**src/rtl/pfc_pkg.sv**
```systemverilog
package pfc_pkg;
  typedef enum logic [1:0] {
    RES_NONE  = 2'd0,
    RES_FWD   = 2'd1,
    RES_DROP  = 2'd2,
    RES_PAUSE = 2'd3
  } rx_res_e;
endpackage

```
**src/rtl/pfc_classify.sv**
```systemverilog
module pfc_classify
  import pfc_pkg::*;
#(
  parameter int TIME_W    = 16,
  parameter int LEN_W     = 11,
  parameter int FRAME_LEN = 64,
  parameter logic [15:0] CTRL_TYPE = 16'h8808,
  parameter logic [15:0] PAUSE_OP  = 16'h0001
) (
  input  logic              clk_i,
  input  logic              rst_ni,
  input  logic              eof_i,
  input  logic [15:0]       type_i,
  input  logic [15:0]       opcode_i,
  input  logic [LEN_W-1:0]  len_i,
  input  logic              crc_ok_i,
  input  logic              addr_hit_i,
  input  logic              ctl_en_i,
  input  logic              pass_thru_i,
  input  logic              sw_mode_i,
  input  logic              detect_in_pause_i,
  input  logic              timer_busy_i,
  output logic              load_o,
  output rx_res_e           res_o
);
  localparam logic [LEN_W-1:0] LenExp = LEN_W'(FRAME_LEN);

  rx_res_e res_d, res_q;

  // check order sets which outcome a frame failing several checks gets
  always_comb begin
    res_d = RES_NONE;
    if (eof_i) begin
      if (!ctl_en_i || type_i != CTRL_TYPE)          res_d = RES_FWD;
      else if (!addr_hit_i)                          res_d = RES_DROP;
      else if (timer_busy_i && !detect_in_pause_i)   res_d = RES_DROP;
      else if (len_i != LenExp)                      res_d = pass_thru_i ? RES_FWD : RES_DROP;
      else if (!crc_ok_i || opcode_i != PAUSE_OP)    res_d = RES_DROP;
      else if (sw_mode_i)                            res_d = RES_FWD;
      else                                           res_d = RES_PAUSE;
    end
  end

  always_ff @(posedge clk_i or negedge rst_ni) begin
    if (!rst_ni) res_q <= RES_NONE;
    else         res_q <= res_d;
  end

  assign load_o = (res_d == RES_PAUSE);
  assign res_o  = res_q;
endmodule

```
**src/rtl/pfc_timer.sv**
```systemverilog
module pfc_timer #(
  parameter int W = 16
) (
  input  logic         clk_i,
  input  logic         rst_ni,
  input  logic         load_i,
  input  logic [W-1:0] load_val_i,
  input  logic         tick_i,
  output logic [W-1:0] count_o
);
  logic [W-1:0] cnt_q;

  always_ff @(posedge clk_i or negedge rst_ni) begin
    if (!rst_ni)                     cnt_q <= '0;
    else if (load_i)                 cnt_q <= load_val_i;
    else if (tick_i && cnt_q != '0)  cnt_q <= cnt_q - 1'b1;
  end

  assign count_o = cnt_q;
endmodule

```
**src/rtl/pause_flow_ctrl.sv**
```systemverilog
module pause_flow_ctrl
  import pfc_pkg::*;
#(
  parameter int TIME_W    = 16,
  parameter int LEN_W     = 11,
  parameter int FRAME_LEN = 64
) (
  input  logic              clk_i,
  input  logic              rst_ni,
  input  logic              rx_eof_i,
  input  logic [15:0]       rx_type_i,
  input  logic [15:0]       rx_opcode_i,
  input  logic [TIME_W-1:0] rx_operand_i,
  input  logic [LEN_W-1:0]  rx_len_i,
  input  logic              rx_crc_ok_i,
  input  logic              rx_addr_hit_i,
  input  logic              ctl_en_i,
  input  logic              pass_thru_i,
  input  logic              sw_mode_i,
  input  logic              detect_in_pause_i,
  input  logic              quanta_tick_i,
  input  logic              tx_busy_i,
  input  logic              tx_pause_sent_i,
  input  logic [TIME_W-1:0] tx_pause_time_i,
  input  logic              pause_seen_clr_i,
  output logic              rx_fwd_o,
  output logic              rx_drop_o,
  output logic              rx_pause_o,
  output logic              tx_hold_o,
  output logic [TIME_W-1:0] local_timer_o,
  output logic [TIME_W-1:0] remote_timer_o,
  output logic              remote_paused_o,
  output logic              pause_seen_o
);
  rx_res_e res;
  logic    load;
  logic    hold_q, seen_q;
  logic    local_busy;

  assign local_busy = (local_timer_o != '0);

  pfc_classify #(
    .TIME_W(TIME_W), .LEN_W(LEN_W), .FRAME_LEN(FRAME_LEN)
  ) u_cls (
    .clk_i, .rst_ni,
    .eof_i(rx_eof_i), .type_i(rx_type_i), .opcode_i(rx_opcode_i),
    .len_i(rx_len_i), .crc_ok_i(rx_crc_ok_i), .addr_hit_i(rx_addr_hit_i),
    .ctl_en_i, .pass_thru_i, .sw_mode_i, .detect_in_pause_i,
    .timer_busy_i(local_busy), .load_o(load), .res_o(res)
  );

  pfc_timer #(.W(TIME_W)) u_local (
    .clk_i, .rst_ni, .load_i(load), .load_val_i(rx_operand_i),
    .tick_i(quanta_tick_i), .count_o(local_timer_o)
  );

  pfc_timer #(.W(TIME_W)) u_remote (
    .clk_i, .rst_ni, .load_i(tx_pause_sent_i), .load_val_i(tx_pause_time_i),
    .tick_i(quanta_tick_i), .count_o(remote_timer_o)
  );

  // hold engages only in an inter-frame gap, then sticks until timer drains
  always_ff @(posedge clk_i or negedge rst_ni) begin
    if (!rst_ni) begin
      hold_q <= 1'b0;
      seen_q <= 1'b0;
    end else begin
      hold_q <= local_busy && (hold_q || !tx_busy_i);
      if (load && rx_operand_i != '0) seen_q <= 1'b1;
      else if (pause_seen_clr_i)      seen_q <= 1'b0;
    end
  end

  assign rx_fwd_o        = (res == RES_FWD);
  assign rx_drop_o       = (res == RES_DROP);
  assign rx_pause_o      = (res == RES_PAUSE);
  assign tx_hold_o       = hold_q;
  assign remote_paused_o = (remote_timer_o != '0);
  assign pause_seen_o    = seen_q;
endmodule

```
**config.mk**
```make
export PLATFORM = sky130hd
export DESIGN_NAME = pause_flow_ctrl
export DESIGN_NICKNAME = d
export VERILOG_FILES = /design/src/rtl/pfc_pkg.sv /design/src/rtl/pfc_classify.sv /design/src/rtl/pfc_timer.sv /design/src/rtl/pause_flow_ctrl.sv
export SDC_FILE = /design/constraint.sdc
export NUM_CORES = 1
export LEC_CHECK = 0
export CORE_MARGIN = 5
export CORE_UTILIZATION = 30
export DETAILED_ROUTE_END_ITERATION = 7
export GPL_ROUTABILITY_DRIVEN = 0
export PLACE_DENSITY = 0.75
export SYNTH_ARGS = -nofsm -noshare
export SYNTH_HDL_FRONTEND = slang
export SYNTH_SLANG_ARGS = --single-unit
```
**constraint.sdc**
```tcl
create_clock -name clk_i -period 3.9 [get_ports clk_i]
set_clock_uncertainty 0.1 [all_clocks]
set_input_delay 0.78 -clock clk_i [delete_from_list [all_inputs] [get_ports clk_i]]
set_output_delay 0.78 -clock clk_i [all_outputs]
set_load 0.03 [all_outputs]
```
---- Word level (Yosys, flattened, before mapping) ----
Index checks and enable logic that the tools add are counted.
storage, ports and cells
  register bits after elaboration ......... 36
  input bits .............................. 88
  output and inout bits ................... 38
  word-level logic and storage cells ...... 46
operators by class
  $add $sub $neg .......................... 2
  equal/unequal tests ..................... 7
  muxes and demuxes ....................... 14
  reductions and logical operators ........ 18
operators with widths
  cell                                                     number
  2-to-1 mux 16 bit                                        4
  nonzero test 16 bit                                      3
  subtractor 16 x 1 -> 16 bit (second input constant)      2
  2-to-1 mux 2 bit                                         8
  inequality test 16 x 1 -> 1 bit (second input constant)  1
  inequality test 16 bit (second input constant)           1
  inequality test 11 x 7 -> 1 bit (second input constant)  1
  == test 2 bit (second input constant)                    3
  nonzero test 2 bit                                       3
  logical AND 1 bit                                        5
  logical NOT 1 bit                                        4
  logical OR 1 bit                                         3
  == test 2 x 1 -> 1 bit (second input constant)           1
  2-to-1 mux 1 bit                                         2

---- Logic depth before layout (Yosys ltp) ----
Gate-level depths: netlist (run 1).
  depth after elaboration ................. 11
  depth in mapped cells ................... 10
  gate-level depth less buffers ........... 8

---- Hierarchy ----
From an unflattened synthesis (run 1), not the netlist that was laid out.
second synthesis, totals
  cell total of the unflattened synthesis .. 295
  area, all modules ....................... 2,496.1 um^2
by module, submodules not included
  module                times used  cells an instance  area an instance (um^2)  seq. area each (um^2)
  pfc_timer (u_local)   1           119                1,034.7                  400.4
  pfc_timer (u_remote)  1           120                1,017.2                  400.4
  pfc_classify          1           32                 257.7                    50.0
  pause_flow_ctrl       1           24                 186.4                    50.0

---- Worst setup path after synthesis (run 1) ----
No wires, ideal clock.
  path kind ............................... reg2out
  start ................................... register u_remote.cnt_q[9] (netlist: u_remote.count_o[9])
  end ..................................... output port remote_paused_o
  arrival ................................. 2.032 ns
  data required time ...................... 3.020 ns
  path slack .............................. 0.988 ns
  cell stages (with the launch flop) ...... 5
  buffers on the path ..................... 1
  path through ............................ dfrtp_1 -> or3_1 -> or4_1 -> clkbuf_1 -> or3_1
on the way
  word-level cells in the longest chain between the ends .. 1
ends and longest elaborated chain
  element                 RTL line               text
  start, declared         pfc_timer.sv:11        logic [W-1:0] cnt_q;
  start signal, assigned  pfc_timer.sv:15        else if (load_i) cnt_q <= load_val_i;
  start signal, assigned  pfc_timer.sv:16        else if (tick_i && cnt_q != '0) cnt_q <= cnt_q - 1'b1;
  nonzero test 16 bit     pause_flow_ctrl.sv:78  assign remote_paused_o = (remote_timer_o != '0);
  end, declared           pause_flow_ctrl.sv:32  output logic remote_paused_o,
Every way passes these cells.

---- Worst setup path in the final report (run 1) ----
Ends and elaborated chain as after synthesis.

==> metrics.txt, run 1 <==
Longest Clk Path Bufs=2; Tmin final=3.58 ns; remaining antenna violation count=0; Max-slew headroom=0.365; grt ovf=0; Setup Buffers After CTS=0; Inserted Clock Buffers=5; Final Hold Fails=0; worst path bufs/invs=1; critical path capture point type=output port; vias=2237; WHS Endpoint=tx_hold_o$_DFF_PN0_; RSZ-0062 raised after global routing=false; Hold Path Origin=tx_hold_o$_DFF_PN0_; Net Count, Synth=336; Reg2Reg Depth=5; clock-pin slew on the worst setup and hold paths=0.07 ns; worst hold slack=0.417 ns; register bit total from synthesis=36; Seq. cell area=901 um^2; DR pass1 iterations=4; H-tree Lvls=2; gr usage total=0.142; Antenna Cells=0; WP data arrival=2.70 ns; FMAX=279 MHz; Vert. Die Dim=96.0 um; count of final setup violators=0; Largest stage delay, worst path=0.60 ns; post-synthesis sequential area ratio=0.406; CP top delay family=simple AND/OR/NAND/NOR gates; Critical Path Source Type=register; Critical Path Fanout Max=6; routed vias/inst=4.80; Power Density=463 mW/mm^2; Slew Viols, Final=0; first-pass GRT wire length=10500 um; Initial DRC Count=24; synthesized instance count=245; # resized after CTS=0; share of the cycle needed by the critical path after routing=0.919; later-pin clock latency in the skew report=0.28 ns; status=finished, final reports clean; Hold WC Path Type=register to register; LEAKAGE=1.34 nW; Cell Chain, Critical Path=or3_1 > or4_1 > or3_1 > clkdlybuf4s50_1; Post-Route WL=6750 um; VDD IR max=387 uV; mean area per synthesized cell=9.06 um^2; RR Startpoint=u_local.count_o[10]$_DFFE_PN0P_; Crit Path Class=register to output port; FF-to-FF setup slack=1.00 ns; Top FF cell, synth=dfrtp_1; # DRC=0; Worst Max-Slew Pin Slew=0.949 ns; share of cells above drive strength 1=0.0599; Core Box Area=0.00721 mm^2; initial antenna violation count=0; area of the die=0.00922 mm^2; Initial Utilization=0.308; vias in the first global route=2311; Req. time, crit path=3.02 ns; nets=457; WL/cell=14.5 um; slowest CP cell=or4_1; Max Cap Viol=0; # fillers=722; Yosys cell types=40; Post-Syn Area=0.00222 mm^2; CTS Root Cell=clkbuf_8; dpl hpwl=5490 um; dpl cells=458; CP dominant cell by count=or3_1; Post-DP Area=0.00351 mm^2; number of I/O pins=126; ys async rst share=1.00; Die Wd=96.0 um; Finished Cell Area=0.00360 mm^2; largest net degree at the start of global routing=37; post-cts hold buffer count=0; setup TNS=0 ns; Syn. warnings=0; worst flop-to-flop path endpoint=u_local.count_o[1]$_DFFE_PN0P_; Finished Layout Cells=466; CTS tree=done; WHS Path Cells=2; Post-synth EDFFs=0; clock sinks=36; FP Rows=31; multi-input logic area=0.00122 mm^2; Power Total=1.67 mW; port buffer count=125; Layout area overhead=62.2%
flip-flops by register name, indices dropped and copies added, names as in the netlist:
register and count:
tx_hold_o 1, pause_seen_o 1, u_remote.count_o 16, u_local.count_o 16, u_cls.res_o 2
layout by cell type (no fill, tap or decap), types with 7 or more instances in the layout:
cell type,synthesis,final
nand2_1,22,22
xnor2_1,22,22
o21ai_0,16,16
nor3_1,10,10
nor2_1,26,26
a21oi_1,16,16
clkdlybuf4s50_1,0,124
or4_1,7,7
nor4_1,13,13
dfrtp_1,36,36
where the power goes:
group	internal (mW)	total, mW	switching [mW]	leakage [nW]
registers	0.469	0.595	0.126	0.442
clock network	0.144	0.274	0.130	0.0455
logic	0.390	0.799	0.409	0.853
total	1.00	1.67	0.664	1.34
per-stage QoR:
step / worst slack [ns] / utilization
global route: 0.217 / 0.499
finish: 0.317 / 0.499
global placement: 0.485 / 0.487
floorplan: 0.988 / -
CTS: 0.299 / 0.499
detailed placement: 0.454 / 0.487
cell families (layout without fill, tap and decap cells):
family                   count (synthesis)  count (layout)  share of synthesized area
AND/OR/NAND/NOR                        113             113                      0.286
AO/OA/AOI/OAI                           47              47                      0.128
flip-flops                              36              36                      0.406
XOR/XNOR                                28              28                      0.110
buffers and inverters                   17             139                     0.0457
adder cells (fa/ha/maj)                  3               3                     0.0169
multiplexers                             1               1                    0.00676
worst reg2reg max path, cell delays in order (launching register included):
cell      delay, ns
dfrtp_1        0.44
or4_1          0.63
nor4_4         0.36
o221ai_2       0.14
or4_4          0.74
mux2_4         0.37
cells in the mapped netlist, drive strengths merged, types with 5 or more instances:
library cell  instances  share of area
nor4b                 6          0.024
nor3                 10          0.023
or3                   5          0.014
o21ai                18          0.041
clkbuf                6          0.010
buf                   5          0.025
nand2                22          0.037
or4                   9          0.034
inv                   6          0.010
nor2                 29          0.052
a21oi                19          0.048
xor2                  6          0.024
xnor2                22          0.087
dfrtp                36           0.41
nor4                 14          0.046
per-layer routing:
metal  vias to the layer above  wire length (um)  part of all wire  track usage
met1                      1038              2700              0.40        0.169
met5                         -                 0                 0            0
met4                         0                63            0.0093       0.0320
li1                       1125                 -                 -            -
met2                        68              3580              0.53        0.254
met3                         6               403             0.060       0.0391
layout make-up:
cell class                      count  share of cell area
Timing Repair Buffer              125               0.346
Inverter                            6             0.00625
Clock buffer                        8              0.0250
Tap cell                           99              0.0344
Multi-Input combinational cell    192               0.338
Sequential cell                    36               0.250
how the worst max path moves through the flow:
stage | start | end | slack [ns] | depth (start not counted)
2_1_floorplan | u_remote.count_o[9]$_DFFE_PN0P_ | remote_paused_o | 0.99 | 4
3_3_place_gp | rx_opcode_i[1] | u_local.count_o[1]$_DFFE_PN0P_ | 0.49 | 6
3_5_place_dp | rx_opcode_i[1] | u_local.count_o[1]$_DFFE_PN0P_ | 0.45 | 6
4_1_cts | u_remote.count_o[9]$_DFFE_PN0P_ | remote_paused_o | 0.30 | 4
5_1_grt | u_remote.count_o[9]$_DFFE_PN0P_ | remote_paused_o | 0.22 | 4
6_report | u_remote.count_o[9]$_DFFE_PN0P_ | remote_paused_o | 0.32 | 4
Power figures use the tool's default switching activity.
==> run 2: changes to the inputs <==
PLACE_DENSITY = 0.73   (was 0.75)
SETUP_SLACK_MARGIN = 0.05   (was not set)
SYNTH_HIERARCHICAL = 1   (was not set)
==> run 2 against run 1 <==
  * Global-route usage up 2.6 points
  * Sequential power up 10%
  * Sequential share of layout area down 2.3 points
  * Non-clock buffer count up 4
  * Routed wire length up 34%
  * Combinational power up 3.3%
  * Count of clock-buffer cells in the layout down 2
==> metrics.txt, run 2 <==
status=finished, final reports clean; Syn. warnings=6 (+6); Post-Route WL=9050 um (+34%); Max-slew headroom=0.440 (+0.0743); Hold WC Path Type=register to register; Top Metal Used=met4; Finished Layout Cells=525 (+13%); Power Density=456 mW/mm^2 (-1.5%); register bit total from synthesis=36 (unchanged); area of the die=0.0102 mm^2 (+11%); clock sinks=36 (unchanged); Core Box Area=0.00818 mm^2 (+13%); Initial Utilization=0.305 (-0.00234); grt ovf=0 (unchanged); WHS Path Cells=1 (-1); Top FF cell, synth=dfrtp_1; Post-synth EDFFs=0 (unchanged); setup TNS=0 ns (unchanged); later-pin clock latency in the skew report=0.29 ns (about the same); number of I/O pins=126 (unchanged); Vert. Die Dim=101 um (+5.4%); synthesized instance count=295 (+20%); final core occ=0.485 (-0.0141); Largest stage delay, worst path=0.45 ns (-0.15 ns); Tmin final=3.04 ns (-0.546 ns); DR pass1 iterations=5 (+1); top cells by count, synth=dfrtp_1, nor2_1, nand2_1; Post-Syn Area=0.00250 mm^2 (+12%); top-count cell post-synth=dfrtp_1; VDD IR max=314 uV (-19%); dpl hpwl=6990 um (+27%); nets=509 (+11%); Setup Buffers After CTS=0 (unchanged); Antenna Cells=0 (unchanged); Place WS=0.600 ns (+0.146 ns); mean area per synthesized cell=8.46 um^2 (-6.6%); WP data arrival=3.10 ns (+0.40 ns); Max Cap Viol=0 (unchanged); FF-to-FF setup slack=1.34 ns (+0.34 ns); Crit Path Class=primary input to register; min setup slack post-route=0.863 ns (+0.546 ns); met3 WL=557 um (+38%); CP top delay family=simple AND/OR/NAND/NOR gates; FMAX=329 MHz (+18%); vias in the first global route=2847 (+23%); Final Hold Fails=0 (unchanged); CTS tree=done; share of cells above drive strength 1=0.0833 (+0.0234); routed vias/inst=5.65 (+18%); top cell type's share of synthesized area=0.361 (-0.0450); Reg2Reg Depth=7 (+2); largest net degree at the start of global routing=37 (unchanged); initial antenna violation count=0 (unchanged); CP Depth=7 (+3); count of final setup violators=0 (unchanged); Yosys cell types=53 (+33%); Critical Path Fanout Max=22 (+16); post-synthesis sequential area ratio=0.361 (-0.0450); clock-pin slew on the worst setup and hold paths=0.07 ns (about the same); LEAKAGE=1.46 nW (+8.9%); commonest non-fill, non-tap cells in the layout=clkdlybuf4s50_1, dfrtp_1, nor2_1; gr usage total=0.169 (+0.0265); Inserted Clock Buffers=5 (unchanged); Die Wd=101 um (+5.4%); port buffer count=125 (unchanged); post-cts hold buffer count=0 (unchanged); Layout area overhead=58.8%; remaining antenna violation count=0 (unchanged); dpl cells=517 (+13%); Initial DRC Count=85 (+250%); Longest Clk Path Bufs=2 (unchanged); worst path bufs/invs=2 (+1); largest area contributor in the netlist=dfrtp_1; Req. time, crit path=3.97 ns (+0.95 ns); most common cell after layout, fill and taps aside=clkdlybuf4s50_1; Net Count, Synth=385 (+15%); metal2 WL=4820 um (+34%); critical path capture point type=register; H-tree Lvls=2 (unchanged); Critical Path Source Type=primary input; Slew Viols, Final=0 (unchanged); share of the cycle needed by the critical path after routing=0.779 (-0.140); RSZ-0062 raised after global routing=false; Worst Max-Slew Pin Slew=0.840 ns (-0.109 ns); top post-synthesis cells by area=dfrtp_1, nor4_1, nor2_1; vias=2966 (+33%); slowest CP cell=clkdlybuf4s50_1; M1 WL=3560 um (+32%); first-pass GRT wire length=14100 um (+34%); # DRC=0 (unchanged); Cell Chain, Critical Path=clkdlybuf4s50_1 > nor3b_1 > nand4_1 > or3_4 > nor4b_2 > inv_1 > mux2_2; # fillers=806 (+12%); ys async rst share=1.00 (unchanged); WL/cell=17.2 um (+19%); Power Total=1.81 mW (+8.5%); FP Rows=33 (+6.5%); # resized after CTS=0 (unchanged); CTS Root Cell=clkbuf_8
## run 2: cell types whose count changed after synthesis, sizes merged, moves of 10 or more
cell and delta:
a21oi -15, xnor2 -22, nand3 +10, nand4 +10, nor4 +12, a31oi +16
## run 2: layer usage
layer / global-route usage / vias to the layer above
li1: - / 1407
met1: 0.203 / 1438
met2: 0.306 / 111
met3: 0.0372 / 10
met4: 0.0378 / 0
met5: 0 / -
## run 2: final cells by class
| type | instances | area, um^2 | area share |
|---|---|---|---|
| sequential | 36 | 901 | 0.227 |
| tap | 105 | 131 | 0.0331 |
| timing repair buffer | 129 | 1280 | 0.322 |
| clock inverter | 2 | 35.0 | 0.00884 |
| inverter | 13 | 48.8 | 0.0123 |
| multi-input combinational | 234 | 1500 | 0.378 |
| clock buffer | 6 | 72.6 | 0.0183 |
## run 2: logic make-up (layout without fill, tap and decap cells)
group | after synthesis | in the layout | share of synthesized area
and+or+nand+nor | 164 | 164 | 0.397
AOI/OAI and AO/OA | 64 | 64 | 0.176
DFF | 36 | 36 | 0.361
buffers and inverters | 25 | 150 | 0.0381
muxes | 4 | 4 | 0.0170
adders and majority gates | 2 | 2 | 0.0100
## run 2: power by group
part | leakage (nW) | switching, mW | internal [mW]
combinational | 0.967 | 0.430 | 0.395
sequential | 0.438 | 0.194 | 0.463
clock | 0.0552 | 0.138 | 0.190
## run 2: final timing paths
check / from / endpoint
setup / recovery: rx_len_i[6] / u_local/count_o[6]$_DFFE_PN0P_
hold / removal: pause_seen_o$_DFFE_PN0P_ / pause_seen_o$_DFFE_PN0P_
setup reg to reg: u_local/count_o[8]$_DFFE_PN0P_ / u_local/count_o[6]$_DFFE_PN0P_
hold reg to reg: pause_seen_o$_DFFE_PN0P_ / pause_seen_o$_DFFE_PN0P_
max in group asynchronous: rst_ni / u_local/count_o[0]$_DFFE_PN0P_
min in group asynchronous: rst_ni / u_remote/count_o[5]$_DFFE_PN0P_
## run 2: worst reg2reg max path, delay by kind of cell, from the launching register on
family / cells / cell delay [ns]
AOI/OAI and AO/OA: 1 / 0.13
buffers and inverters: 2 / 0.48
DFF: 1 / 0.48
muxes: 1 / 0.39
and+or+nand+nor: 3 / 0.85
## run 2: per-stage QoR
stage               area [um^2]  hold slack, ns
floorplan                  2500           0.384
global placement           3860           0.396
detailed placement         3860           0.409
CTS                        3970           0.425
global route               3970           0.443
finish                     3970           0.417
